==> config.mk <==
export PLATFORM = sky130hd
export DESIGN_NAME = tas_gate_sched
export DESIGN_NICKNAME = d
export VERILOG_FILES = /design/src/rtl/tas_pkg.sv /design/src/rtl/tas_cfg_regs.sv /design/src/rtl/tas_start_calc.sv /design/src/rtl/tas_gate_seq.sv /design/src/rtl/tas_gate_sched.sv
export SDC_FILE = /design/constraint.sdc
export NUM_CORES = 2
export LEC_CHECK = 0
export BUFFER_PORTS_ARGS = -buffer_cell sky130_fd_sc_hd__buf_2
export CAP_MARGIN = 20
export CORE_ASPECT_RATIO = 0.75
export CORE_MARGIN = 10
export CORE_UTILIZATION = 45
export CTS_CLUSTER_SIZE = 24
export DETAILED_ROUTE_END_ITERATION = 6
export GPL_TIMING_DRIVEN = 0
export SLEW_MARGIN = 20
export SYNTH_ARGS = -nofsm -noshare
export SYNTH_HDL_FRONTEND = slang
export SYNTH_SLANG_ARGS = --single-unit
==> constraint.sdc <==
create_clock -name clk -period 26.2 [get_ports clk]
set_input_delay 0 -clock clk [delete_from_list [all_inputs] [get_ports clk]]
set_output_delay 0 -clock clk [all_outputs]
set_load 0.05 [all_outputs]
==> src/rtl/tas_pkg.sv <==
package tas_pkg;

    typedef enum logic [1:0] {
        SEQ_OFF,
        SEQ_CALC,
        SEQ_WAIT,
        SEQ_RUN
    } seq_state_e;

    typedef enum logic [1:0] {
        CALC_IDLE,
        CALC_DIV,
        CALC_DONE
    } calc_state_e;

endpackage

==> src/rtl/tas_cfg_regs.sv <==
module tas_cfg_regs #(
    parameter int MAX_ENT = 8,
    parameter int NUM_TC  = 8,
    parameter int DUR_W   = 32,
    parameter int TIME_W  = 64,
    parameter int DATA_W  = 32,
    parameter int ADDR_W  = 5,
    localparam int CNT_W  = $clog2(MAX_ENT + 1)
) (
    input  logic                              clk,
    input  logic                              rst_n,
    input  logic                              lock_i,
    input  logic                              we_i,
    input  logic [ADDR_W-1:0]                 addr_i,
    input  logic [DATA_W-1:0]                 wdata_i,
    output logic [MAX_ENT-1:0][DUR_W-1:0]     dur_o,
    output logic [MAX_ENT-1:0][NUM_TC-1:0]    mask_o,
    output logic [CNT_W-1:0]                  count_o,
    output logic [TIME_W-1:0]                 base_o,
    output logic [DUR_W-1:0]                  cycle_o
);

    localparam int A_MASK  = MAX_ENT;
    localparam int A_COUNT = 2 * MAX_ENT;
    localparam int A_BLO   = A_COUNT + 1;
    localparam int A_BHI   = A_COUNT + 2;
    localparam int A_CYC   = A_COUNT + 3;
    localparam int SUM_W   = DUR_W + CNT_W;

    typedef struct packed {
        logic [MAX_ENT-1:0][DUR_W-1:0]  dur;
        logic [MAX_ENT-1:0][NUM_TC-1:0] mask;
        logic [CNT_W-1:0]               count;
        logic [TIME_W-1:0]              base;
        logic [DUR_W-1:0]               cyc;
    } cfg_t;

    cfg_t cfg_d, cfg_q;
    logic wr_ok;
    logic [MAX_ENT-1:0] hit_dur, hit_mask;
    logic [SUM_W-1:0] sum;

    assign wr_ok = we_i && !lock_i;

    for (genvar g = 0; g < MAX_ENT; g++) begin : g_hit
        assign hit_dur[g]  = wr_ok && (addr_i == ADDR_W'(g));
        assign hit_mask[g] = wr_ok && (addr_i == ADDR_W'(A_MASK + g));
    end

    always_comb begin
        cfg_d = cfg_q;
        for (int i = 0; i < MAX_ENT; i++) begin
            if (hit_dur[i])  cfg_d.dur[i]  = wdata_i[DUR_W-1:0];
            if (hit_mask[i]) cfg_d.mask[i] = wdata_i[NUM_TC-1:0];
        end
        if (wr_ok) begin
            if (addr_i == ADDR_W'(A_COUNT)) begin
                if (wdata_i[CNT_W-1:0] > CNT_W'(MAX_ENT)) cfg_d.count = CNT_W'(MAX_ENT);
                else                                      cfg_d.count = wdata_i[CNT_W-1:0];
            end
            if (addr_i == ADDR_W'(A_BLO)) cfg_d.base[DATA_W-1:0]      = wdata_i;
            if (addr_i == ADDR_W'(A_BHI)) cfg_d.base[TIME_W-1:DATA_W] = wdata_i[TIME_W-DATA_W-1:0];
            if (addr_i == ADDR_W'(A_CYC)) cfg_d.cyc                   = wdata_i[DUR_W-1:0];
        end
    end

    always_ff @(posedge clk or negedge rst_n) begin
        if (!rst_n) begin
            cfg_q <= '{dur: '0, mask: '1, count: '0, base: '0, cyc: '0};
        end else begin
            cfg_q <= cfg_d;
        end
    end

    always_comb begin
        sum = '0;
        for (int i = 0; i < MAX_ENT; i++) begin
            if (CNT_W'(i) < cfg_q.count) sum = sum + SUM_W'(cfg_q.dur[i]);
        end
    end

    assign dur_o   = cfg_q.dur;
    assign mask_o  = cfg_q.mask;
    assign count_o = cfg_q.count;
    assign base_o  = cfg_q.base;
    assign cycle_o = (cfg_q.cyc != '0) ? cfg_q.cyc : sum[DUR_W-1:0];

endmodule

==> src/rtl/tas_start_calc.sv <==
module tas_start_calc
    import tas_pkg::*;
#(
    parameter int TIME_W = 64,
    parameter int DUR_W  = 32,
    localparam int CNT_W = $clog2(TIME_W + 1)
) (
    input  logic              clk,
    input  logic              rst_n,
    input  logic              abort_i,
    input  logic              go_i,
    input  logic [TIME_W-1:0] now_i,
    input  logic [TIME_W-1:0] base_i,
    input  logic [DUR_W-1:0]  cycle_i,
    output logic              busy_o,
    output logic              done_o,
    output logic [TIME_W-1:0] start_o
);

    typedef struct packed {
        calc_state_e       st;
        logic [CNT_W-1:0]  cnt;
        logic [TIME_W-1:0] diff;
        logic [TIME_W-1:0] snap;
        logic [TIME_W-1:0] start;
        logic [DUR_W:0]    rem;
        logic [DUR_W-1:0]  cyc;
    } calc_t;

    calc_t c_d, c_q;
    logic [DUR_W:0] rem_sh;

    always_comb begin
        c_d    = c_q;
        rem_sh = {c_q.rem[DUR_W-1:0], c_q.diff[TIME_W-1]};
        if (abort_i) begin
            c_d.st = CALC_IDLE;
        end else begin
            case (c_q.st)
                CALC_IDLE: begin
                    if (go_i) begin
                        c_d.snap = now_i;
                        c_d.cyc  = cycle_i;
                        c_d.rem  = '0;
                        c_d.cnt  = CNT_W'(TIME_W);
                        if (base_i >= now_i) begin
                            c_d.start = base_i;
                            c_d.st    = CALC_DONE;
                        end else begin
                            c_d.diff = now_i - base_i;
                            c_d.st   = CALC_DIV;
                        end
                    end
                end
                CALC_DIV: begin
                    if (c_q.cnt != '0) begin
                        c_d.rem  = (rem_sh >= {1'b0, c_q.cyc}) ? rem_sh - {1'b0, c_q.cyc} : rem_sh;
                        c_d.diff = c_q.diff << 1;
                        c_d.cnt  = c_q.cnt - 1'b1;
                    end else begin
                        c_d.start = (c_q.rem == '0) ? c_q.snap
                                  : c_q.snap + TIME_W'(c_q.cyc) - TIME_W'(c_q.rem);
                        c_d.st    = CALC_DONE;
                    end
                end
                CALC_DONE: c_d.st = CALC_IDLE;
                default:   c_d.st = CALC_IDLE;
            endcase
        end
    end

    always_ff @(posedge clk or negedge rst_n) begin
        if (!rst_n) begin
            c_q <= '{st: CALC_IDLE, cnt: '0, diff: '0, snap: '0, start: '0, rem: '0, cyc: '0};
        end else begin
            c_q <= c_d;
        end
    end

    assign busy_o  = (c_q.st != CALC_IDLE);
    assign done_o  = (c_q.st == CALC_DONE);
    assign start_o = c_q.start;

endmodule

==> src/rtl/tas_gate_seq.sv <==
module tas_gate_seq
    import tas_pkg::*;
#(
    parameter int MAX_ENT = 8,
    parameter int NUM_TC  = 8,
    parameter int DUR_W   = 32,
    parameter int TIME_W  = 64,
    localparam int IDX_W  = $clog2(MAX_ENT),
    localparam int CNT_W  = $clog2(MAX_ENT + 1)
) (
    input  logic                           clk,
    input  logic                           rst_n,
    input  logic                           enable_i,
    input  logic [TIME_W-1:0]              now_i,
    input  logic [MAX_ENT-1:0][DUR_W-1:0]  dur_i,
    input  logic [MAX_ENT-1:0][NUM_TC-1:0] mask_i,
    input  logic [CNT_W-1:0]               count_i,
    input  logic [DUR_W-1:0]               cycle_i,
    input  logic                           done_i,
    input  logic [TIME_W-1:0]              start_i,
    output logic                           go_o,
    output logic [NUM_TC-1:0]              gate_o,
    output logic [IDX_W-1:0]               idx_o,
    output logic                           pulse_o
);

    typedef struct packed {
        seq_state_e        st;
        logic [NUM_TC-1:0] gate;
        logic [IDX_W-1:0]  idx;
        logic              pulse;
        logic [TIME_W-1:0] start;
        logic [TIME_W-1:0] ent_start;
        logic [TIME_W-1:0] ent_end;
        logic [TIME_W-1:0] cyc_end;
    } seq_t;

    localparam seq_t SEQ_RESET = '{st: SEQ_OFF, gate: '1, idx: '0, pulse: 1'b0,
                                   start: '0, ent_start: '0, ent_end: '0, cyc_end: '0};

    seq_t s_d, s_q;
    logic [TIME_W-1:0] cyc_w, ref_end;
    logic [IDX_W-1:0]  last, nxt;
    logic              jump;

    always_comb begin
        s_d     = s_q;
        s_d.pulse = 1'b0;
        go_o    = 1'b0;
        cyc_w   = TIME_W'(cycle_i);
        last    = IDX_W'(count_i - 1'b1);
        nxt     = s_q.idx + 1'b1;
        ref_end = (s_q.idx == last) ? s_q.cyc_end : s_q.ent_end;
        jump    = (now_i >= ref_end + cyc_w) || ((now_i + cyc_w) < s_q.ent_start);
        if (!enable_i) begin
            s_d = SEQ_RESET;
        end else begin
            case (s_q.st)
                SEQ_OFF: begin
                    if (count_i != '0 && cycle_i != '0) begin
                        go_o   = 1'b1;
                        s_d.st = SEQ_CALC;
                    end
                end
                SEQ_CALC: begin
                    if (done_i) begin
                        s_d.start = start_i;
                        s_d.st    = SEQ_WAIT;
                    end
                end
                SEQ_WAIT: begin
                    if (now_i >= s_q.start) begin
                        s_d.st        = SEQ_RUN;
                        s_d.idx       = '0;
                        s_d.gate      = mask_i[0];
                        s_d.pulse     = 1'b1;
                        s_d.ent_start = s_q.start;
                        s_d.ent_end   = s_q.start + TIME_W'(dur_i[0]);
                        s_d.cyc_end   = s_q.start + cyc_w;
                    end
                end
                SEQ_RUN: begin
                    if (jump) begin
                        go_o     = 1'b1;
                        s_d.st   = SEQ_CALC;
                        s_d.gate = '1;
                        s_d.idx  = '0;
                    end else if (now_i >= s_q.cyc_end) begin
                        s_d.idx       = '0;
                        s_d.gate      = mask_i[0];
                        s_d.pulse     = 1'b1;
                        s_d.ent_start = s_q.cyc_end;
                        s_d.ent_end   = s_q.cyc_end + TIME_W'(dur_i[0]);
                        s_d.cyc_end   = s_q.cyc_end + cyc_w;
                    end else if (now_i >= s_q.ent_end && s_q.idx != last) begin
                        s_d.idx       = nxt;
                        s_d.gate      = mask_i[nxt];
                        s_d.ent_start = s_q.ent_end;
                        s_d.ent_end   = s_q.ent_end + TIME_W'(dur_i[nxt]);
                    end
                end
                default: s_d = SEQ_RESET;
            endcase
        end
    end

    always_ff @(posedge clk or negedge rst_n) begin
        if (!rst_n) begin
            s_q <= SEQ_RESET;
        end else begin
            s_q <= s_d;
        end
    end

    assign gate_o  = s_q.gate;
    assign idx_o   = s_q.idx;
    assign pulse_o = s_q.pulse;

endmodule

==> src/rtl/tas_gate_sched.sv <==
module tas_gate_sched #(
    parameter int MAX_ENT = 8,
    parameter int NUM_TC  = 8,
    parameter int DUR_W   = 32,
    parameter int TIME_W  = 64,
    parameter int DATA_W  = 32,
    parameter int ADDR_W  = 5,
    localparam int IDX_W  = $clog2(MAX_ENT)
) (
    input  logic              clk,
    input  logic              rst_n,
    input  logic              enable_i,
    input  logic [TIME_W-1:0] now_ns_i,
    input  logic              cfg_we_i,
    input  logic [ADDR_W-1:0] cfg_addr_i,
    input  logic [DATA_W-1:0] cfg_wdata_i,
    output logic [NUM_TC-1:0] gate_o,
    output logic [IDX_W-1:0]  entry_idx_o,
    output logic              cycle_start_o,
    output logic              busy_o
);

    localparam int CNT_W = $clog2(MAX_ENT + 1);

    logic [MAX_ENT-1:0][DUR_W-1:0]  cfg_dur;
    logic [MAX_ENT-1:0][NUM_TC-1:0] cfg_mask;
    logic [CNT_W-1:0]               cfg_count;
    logic [TIME_W-1:0]              cfg_base;
    logic [DUR_W-1:0]               cfg_cycle;
    logic                           calc_go, calc_done;
    logic [TIME_W-1:0]              calc_start;

    tas_cfg_regs #(
        .MAX_ENT(MAX_ENT), .NUM_TC(NUM_TC), .DUR_W(DUR_W),
        .TIME_W(TIME_W), .DATA_W(DATA_W), .ADDR_W(ADDR_W)
    ) u_cfg (
        .clk     (clk),
        .rst_n   (rst_n),
        .lock_i  (enable_i),
        .we_i    (cfg_we_i),
        .addr_i  (cfg_addr_i),
        .wdata_i (cfg_wdata_i),
        .dur_o   (cfg_dur),
        .mask_o  (cfg_mask),
        .count_o (cfg_count),
        .base_o  (cfg_base),
        .cycle_o (cfg_cycle)
    );

    tas_start_calc #(
        .TIME_W(TIME_W), .DUR_W(DUR_W)
    ) u_calc (
        .clk     (clk),
        .rst_n   (rst_n),
        .abort_i (!enable_i),
        .go_i    (calc_go),
        .now_i   (now_ns_i),
        .base_i  (cfg_base),
        .cycle_i (cfg_cycle),
        .busy_o  (busy_o),
        .done_o  (calc_done),
        .start_o (calc_start)
    );

    tas_gate_seq #(
        .MAX_ENT(MAX_ENT), .NUM_TC(NUM_TC), .DUR_W(DUR_W), .TIME_W(TIME_W)
    ) u_seq (
        .clk      (clk),
        .rst_n    (rst_n),
        .enable_i (enable_i),
        .now_i    (now_ns_i),
        .dur_i    (cfg_dur),
        .mask_i   (cfg_mask),
        .count_i  (cfg_count),
        .cycle_i  (cfg_cycle),
        .done_i   (calc_done),
        .start_i  (calc_start),
        .go_o     (calc_go),
        .gate_o   (gate_o),
        .idx_o    (entry_idx_o),
        .pulse_o  (cycle_start_o)
    );

endmodule

; ---- After elaboration in Yosys (flattened, before gate mapping)
; Cells that the tools add are included.
[totals]
regBits = 956
latch_bits = 0
ram_bits = 0
rom_bits = 0
input_bits = 105
output_inout_bits = 13
n_memories = 0
[classes]
n_addsub = 21
n_mul = 0
n_div = 0
order_cmp = 17
n_eq_ne = 44
shift = 0
mux = 53
bitwise = 0
reduce_logical = 45
[ops]
columns = cell, n
row1 = 64-bit by 32-bit adder with 64-bit output, 8
row2 = 64-bit 2-to-1 mux, 8
row3 = 192-bit 2-to-1 mux, 2
row4 = 192-bit one-hot mux with 2 select lines, 1
row5 = 64-bit >= comparator, 5
row6 = 32-bit 2-to-1 mux, 10
row7 = 270-bit 2-to-1 mux, 1
row8 = 266-bit 2-to-1 mux, 1
row9 = 128-bit 2-to-1 mux, 2
row10 = 32-bit adder, 7
row11 = 97-bit one-hot mux with 2 select lines, 1
row12 = 71-bit one-hot mux with 2 select lines, 1
row13 = 32-bit binary-select mux with 3-bit select, 1
row14 = 71-bit 2-to-1 mux, 1
row15 = 33-bit 2-to-1 mux, 2
row16 = 64-bit less-than comparator, 1
row17 = 32-bit nonzero test, 2
row18 = 64-bit by 33-bit subtractor with 64-bit output, 1
row19 = 64-bit subtractor, 1
row20 = 5-bit by 4-bit == test with 1-bit output (second input constant), 8
row21 = 33-bit by 32-bit >= comparator with 1-bit output, 1
row22 = 33-bit logical NOT, 1
row23 = 11-bit 2-to-1 mux, 3
row24 = 33-bit by 32-bit subtractor with 33-bit output, 1
row25 = 45 further kinds, 110

; ---- Longest topological paths before layout
[logic_depth]
ltp_word = 26
ltp_mapped = 109
depth_no_buf = 101

; ---- Cells and area by module
; A second synthesis with hierarchy kept.
[unflattened]
cells_unflattened = 11435
hier_area_um2 = 94459.3
[modules_own_cells]
columns = module, instances, cells_per_inst, area_each_um2, seq_area_each_um2
row1 = tas_gate_seq, 1, 5092, 38772.2, 6766.5
row2 = tas_cfg_regs, 1, 3372, 32536.2, 10590.2
row3 = tas_start_calc, 1, 2970, 23147.2, 6656.4
row4 = tas_gate_sched, 1, 1, 3.8, 0.0

; ---- Worst setup path after synthesis
; Ideal clock, no wire load.
[synth_timing]
kind = register -> register
from = register u_cfg.cfg_q (netlist bit u_cfg.count_o[1])
to = register u_seq.s_q[114] in the netlist's numbering
setup_ps = 78
arrival_ps = 19978
t_required_ps = 26122
setup_slack_ps = 6143
stages_incl_launch_ff = 102
path_buffers = 9
period_less_slack_ps = 20057
path_cell_list = dfrtp_1 clkbuf_1 inv_1 ha_1 buf_4 or3b_1 buf_2 clkbuf_1 clkbuf_1 clkbuf_1 and2_1 ha_1 fa_1 a211oi_1 o41ai_1 a22o_1 nor2_1 xor2_1 (+66 left out) a21o_1 a21o_1 a21o_1 a21oi_1 nor2b_1 o21ai_0 nand2b_1 a21oi_1 o21ai_0 o211a_1 nor3_1 nor2_1 or3b_2 nor2_1 clkbuf_1 o221ai_1 o21bai_1 o2bb2ai_1
[synth_via]
elab_chain_cells = 22
[synth_rtl]
columns = item, line_no
row1 = start: declaration, tas_cfg_regs.sv:38  ; cfg_t cfg_d, cfg_q;
row2 = start signal: assignment, tas_cfg_regs.sv:69  ; cfg_q <= '{dur: '0, mask: '1, count: '0, base: '0, cyc: '0};
row3 = start signal: assignment, tas_cfg_regs.sv:71  ; cfg_q <= cfg_d;
row4 = 1-bit by 4-bit less-than comparator with 1-bit output, tas_cfg_regs.sv:78  ; if (CNT_W'(i) < cfg_q.count) sum = sum + SUM_W'(cfg_q.dur[i]);
row5 = 32-bit 2-to-1 mux, tas_cfg_regs.sv:78
row6 = 32-bit adder, tas_cfg_regs.sv:78
row7 = 32-bit 2-to-1 mux, tas_cfg_regs.sv:78
row8 = 32-bit adder, tas_cfg_regs.sv:78
row9 = 32-bit 2-to-1 mux, tas_cfg_regs.sv:78
row10 = 32-bit adder, tas_cfg_regs.sv:78
row11 = 32-bit 2-to-1 mux, tas_cfg_regs.sv:78
row12 = (+7 left out), n/a
row13 = 32-bit 2-to-1 mux *, tas_cfg_regs.sv:78
row14 = 32-bit 2-to-1 mux *, tas_cfg_regs.sv:86  ; assign cycle_o = (cfg_q.cyc != '0) ? cfg_q.cyc : sum[DUR_W-1:0];
row15 = via cfg_cycle[31], tas_gate_sched.sv:29  ; logic [DUR_W-1:0] cfg_cycle;
row16 = 64-bit by 32-bit adder with 64-bit output, tas_gate_seq.sv:54  ; jump = (now_i >= ref_end + cyc_w) || ((now_i + cyc_w) < s_q.ent_start);
row17 = 64-bit >= comparator / 64-bit less-than comparator (equally long branches), tas_gate_seq.sv:54
row18 = 1-bit logical OR *, tas_gate_seq.sv:54
row19 = 3-bit inequality test (no source line) *, n/a
row20 = 4-bit AND reduction (no source line) *, n/a
row21 = end signal: assignment, tas_gate_seq.sv:109  ; s_q <= SEQ_RESET;
row22 = end signal: assignment, tas_gate_seq.sv:111  ; s_q <= s_d;
row23 = end: declaration, tas_gate_seq.sv:41  ; seq_t s_d, s_q;
; Mark *: on every way through the listed nets, which the timed path passes. The rest lies on a longest branch.
; A chain may end at the register's enable or synchronous reset.

; ---- Final worst setup path
[layout_timing]
from = register u_cfg.cfg_q (netlist bit u_cfg.count_o[1])
to = register u_seq.s_q[118] in the netlist's numbering
; The elaborated chain is that of the path after synthesis.

==> results.cfg <==
[outcome]
violations = design-rule violations
status = finished, violations left

[critical_path]
max_stage_delay_ns = 0.68
worstSetupPathType = flip-flop to flip-flop
cp.required_ns = 26.84
cp-end-kind = flip-flop
r2r_end = u_seq.s_q[118]
path_max_fanout = 10
reg2reg_from = u_cfg.count_o[1]
cpMostUsedCell = o21ai_0
cp_slowest_cell = o41ai_4
r2r_cells = 93
rrSetupSlack_ns = 0.39
setup.worst_path.start_class = flip-flop
arrival_ns = 26.44

[die]
rows = 142
core_sq_um = 199300
ios = 118
die_y_um = 407.4
dieArea_sq_um = 218500
dieWidth_um = 536.5
start_util = 0.4516

[clock_tree]
cts_tree = built
cts-root-buf = clkbuf_16
cts-buffers-inserted = 113
insertion_delay_ns = 0.80
cts_max_level = 3
clock-sinks = 956
clockBufferDepth = 3
clk_pin_slew_ns = 0.07

[worst_hold_path]
hold_path_end = u_cfg.base_o[56]
min_path_type = input port to flip-flop
worstHoldStart = cfg_wdata_i[24]
min_path_cells = 3

[global_routing]
grt_util_met3 = 0.2129
grt_max_degree = 129
grt_first_pass_wirelength_um = 650000
overflow = 0
grt_busiest_layer = met1
grtUsageTotal = 0.4122
antenna_found_initial = 81
grt_pass1_vias = 83820
met2_usage = 0.4877
met1_usage = 0.6098

[drt]
drt_iter0_markers = 14130
viasPerCell = 6.643
vias = 92900
routedWlPerCell_um = 33.88
detail_route.first_pass.iterations = 7
drt-total-wl_um = 473700
drc = 33
drtAntennaViolNets = 0

[yosys]
synth_nets = 11800
synth_edf_count = 0
yosys.area.top_type_share = 0.2457
ys_types = 93
ys_seq_area_frac = 0.2667
ys_warn_count = 0
syn_inst = 10750
synth_seq_cells = 956
yosysTopAreaCell = dfrtp_1
async_reset_ff_frac = 1.000
synth_ff_type = dfrtp_1
netlist_top_cells_area = dfrtp_1 (25%), ha_1 (12%), mux2_2 (6.7%)
avgSynthCellArea_sq_um = 8.373
synth_area_sq_um = 90030

[sta]
clock_skew_ns = 0.04299
finalCritPeriodShare = 0.9850
timing.fmax_mhz = 38.75
slew_headroom = 0.07701
finalSetupViolations = 0
fin_crit_ns = 25.81
tightest_slew_ns = 1.384
rsz0062_at_grt = no
fin_setup_tns_ns = 0
hold_viol = 0
finalMaxSlewViolations = 0

[placement]
hpwl_um = 387700
io_buffers = 109
routabilityCongestion = 1.069

[finish]
area_growth_pct = 12.03
nets = 12190
layout-drive-gt1-share = 0.1235
layout_commonest_cell = nand2_1
final_cell_mix = nand2_1 (1,084), ha_1 (896), a21oi_1 (893)
utilization = 0.5059

[pwr]
powerDensity_nw_per_um2 = 90.86
p_leak_uw = 0.04506
vdd_drop_max_mv = 0.1044

[job]
maxCapViolations = 0
==> cell usage after synthesis (22+ instances only) <==
cell type,n
nand2_1,1084
a21oi_1,897
ha_1,896
dfrtp_1,884
o21ai_0,732
inv_1,730
nor2_1,720
mux2_2,537
clkbuf_1,420
xnor2_1,398
a21o_1,378
nand3_1,245
xor2_1,217
nor3_1,156
nand4_1,144
nand2b_1,139
o211ai_1,126
a211oi_1,121
nor2b_1,114
a22oi_1,108
o21a_1,99
and2_1,83
and3_1,83
buf_1,83
mux4_2,80
o22ai_1,78
mux2i_1,76
a221oi_1,75
a31oi_1,74
dfstp_2,72
o21bai_1,68
o31ai_1,60
nor4_1,57
o41ai_1,54
fa_1,47
or2_2,41
a211o_1,38
or3_1,37
a21boi_0,32
buf_2,27
o221ai_1,25
buf_4,23
a31o_2,22
==> metal layers <==
layer	routed length (um)	part of all wire	vias up
met5	422	0.00089	-
met4	19800	0.042	44
li1	-	-	39840
met2	164500	0.35	6458
met1	207900	0.44	45660
met3	81100	0.17	896
==> worst max-delay path by stage <==
stage | start | end | slack, ns | cells after the start
3_5_place_dp | u_cfg.count_o[1] | u_calc.start_o[62] | -2.80 | 96
4_1_cts | u_cfg.count_o[1] | u_seq.s_q[118] | 0.02 | 101
6_report | u_cfg.count_o[1] | u_seq.s_q[118] | 0.39 | 93
5_1_grt | u_cfg.count_o[1] | u_seq.s_q[118] | 0.03 | 92
3_3_place_gp | u_cfg.count_o[1] | u_seq.s_q[59] | -7.44 | 97
2_1_floorplan | u_cfg.count_o[1] | u_seq.s_q[114] | 6.14 | 101
==> registers in the layout (all words and copies together), names as in the netlist, 8 cells and up <==
name            flops
u_seq.s_q         258
u_calc.c_q        202
u_cfg.dur_o       256
u_calc.start_o     64
u_seq.gate_o        8
u_cfg.mask_o       64
u_cfg.base_o       64
u_cfg.cfg_q        32
==> report_power, final <==
group / switching [uW] / internal, uW / total, uW
combinational: 3320 / 1900 / 5220
clock: 777 / 1010 / 1790
sequential: 367 / 1790 / 2160
==> critical path, delay by kind of cell, from the launching register on <==
kind / cells / cell delay (ns)
flip-flops: 1 / 0.37
XOR/XNOR: 6 / 1.45
adder cells (fa/ha/maj): 11 / 3.61
AND/OR/NAND/NOR: 19 / 3.48
AO/OA/AOI/OAI: 40 / 11.34
buffers and inverters: 16 / 5.01
multiplexers: 1 / 0.26
==> timing repair <==
item,4_1_cts,5_1_grt
hold buffers,101,1
pin swaps,0,4
buffers inserted,1,4
hold endpoints to repair,420,7
endpoints found under the setup margin,472,471
resized for setup,21,61
==> area by class of cell <==
class                           count  area (sq um)
Antenna cell                       85         212.7
Inverter                          735          2763
Multi-Input combinational cell   8499         61400
Tap cell                         2664          3333
Clock buffer                      144          3188
Sequential cell                   956         24010
Timing Repair Buffer              272          2664
Clock inverter                     67         835.8
Fill cell                       19220         98490
Buffer                            562          2447
==> kinds of logic after synthesis <==
logic type	share of synthesized area
flops	0.2667
fa+ha+maj	0.1351
buf+inv	0.05616
simple gates	0.1551
compound gates	0.2314
xor+xnor	0.05983
mux	0.09563
==> metrics by stage <==
stage	std cells	setup WS (ns)	power [uW]	instance area (sq um)	hold slack, ns
after global routing	13920	0.03214	9618	100700	0.05366
after CTS	13890	0.01751	8889	100400	0.01835
after floorplan	10750	6.143	5424	90030	-0.2956
after detailed placement	13580	-2.798	7076	95230	-0.09575
after global placement	13530	-7.439	6974	93900	0.2564
final	13980	0.3941	9164	100900	0.05061
Note: power is estimated with default switching activity, not from simulation.
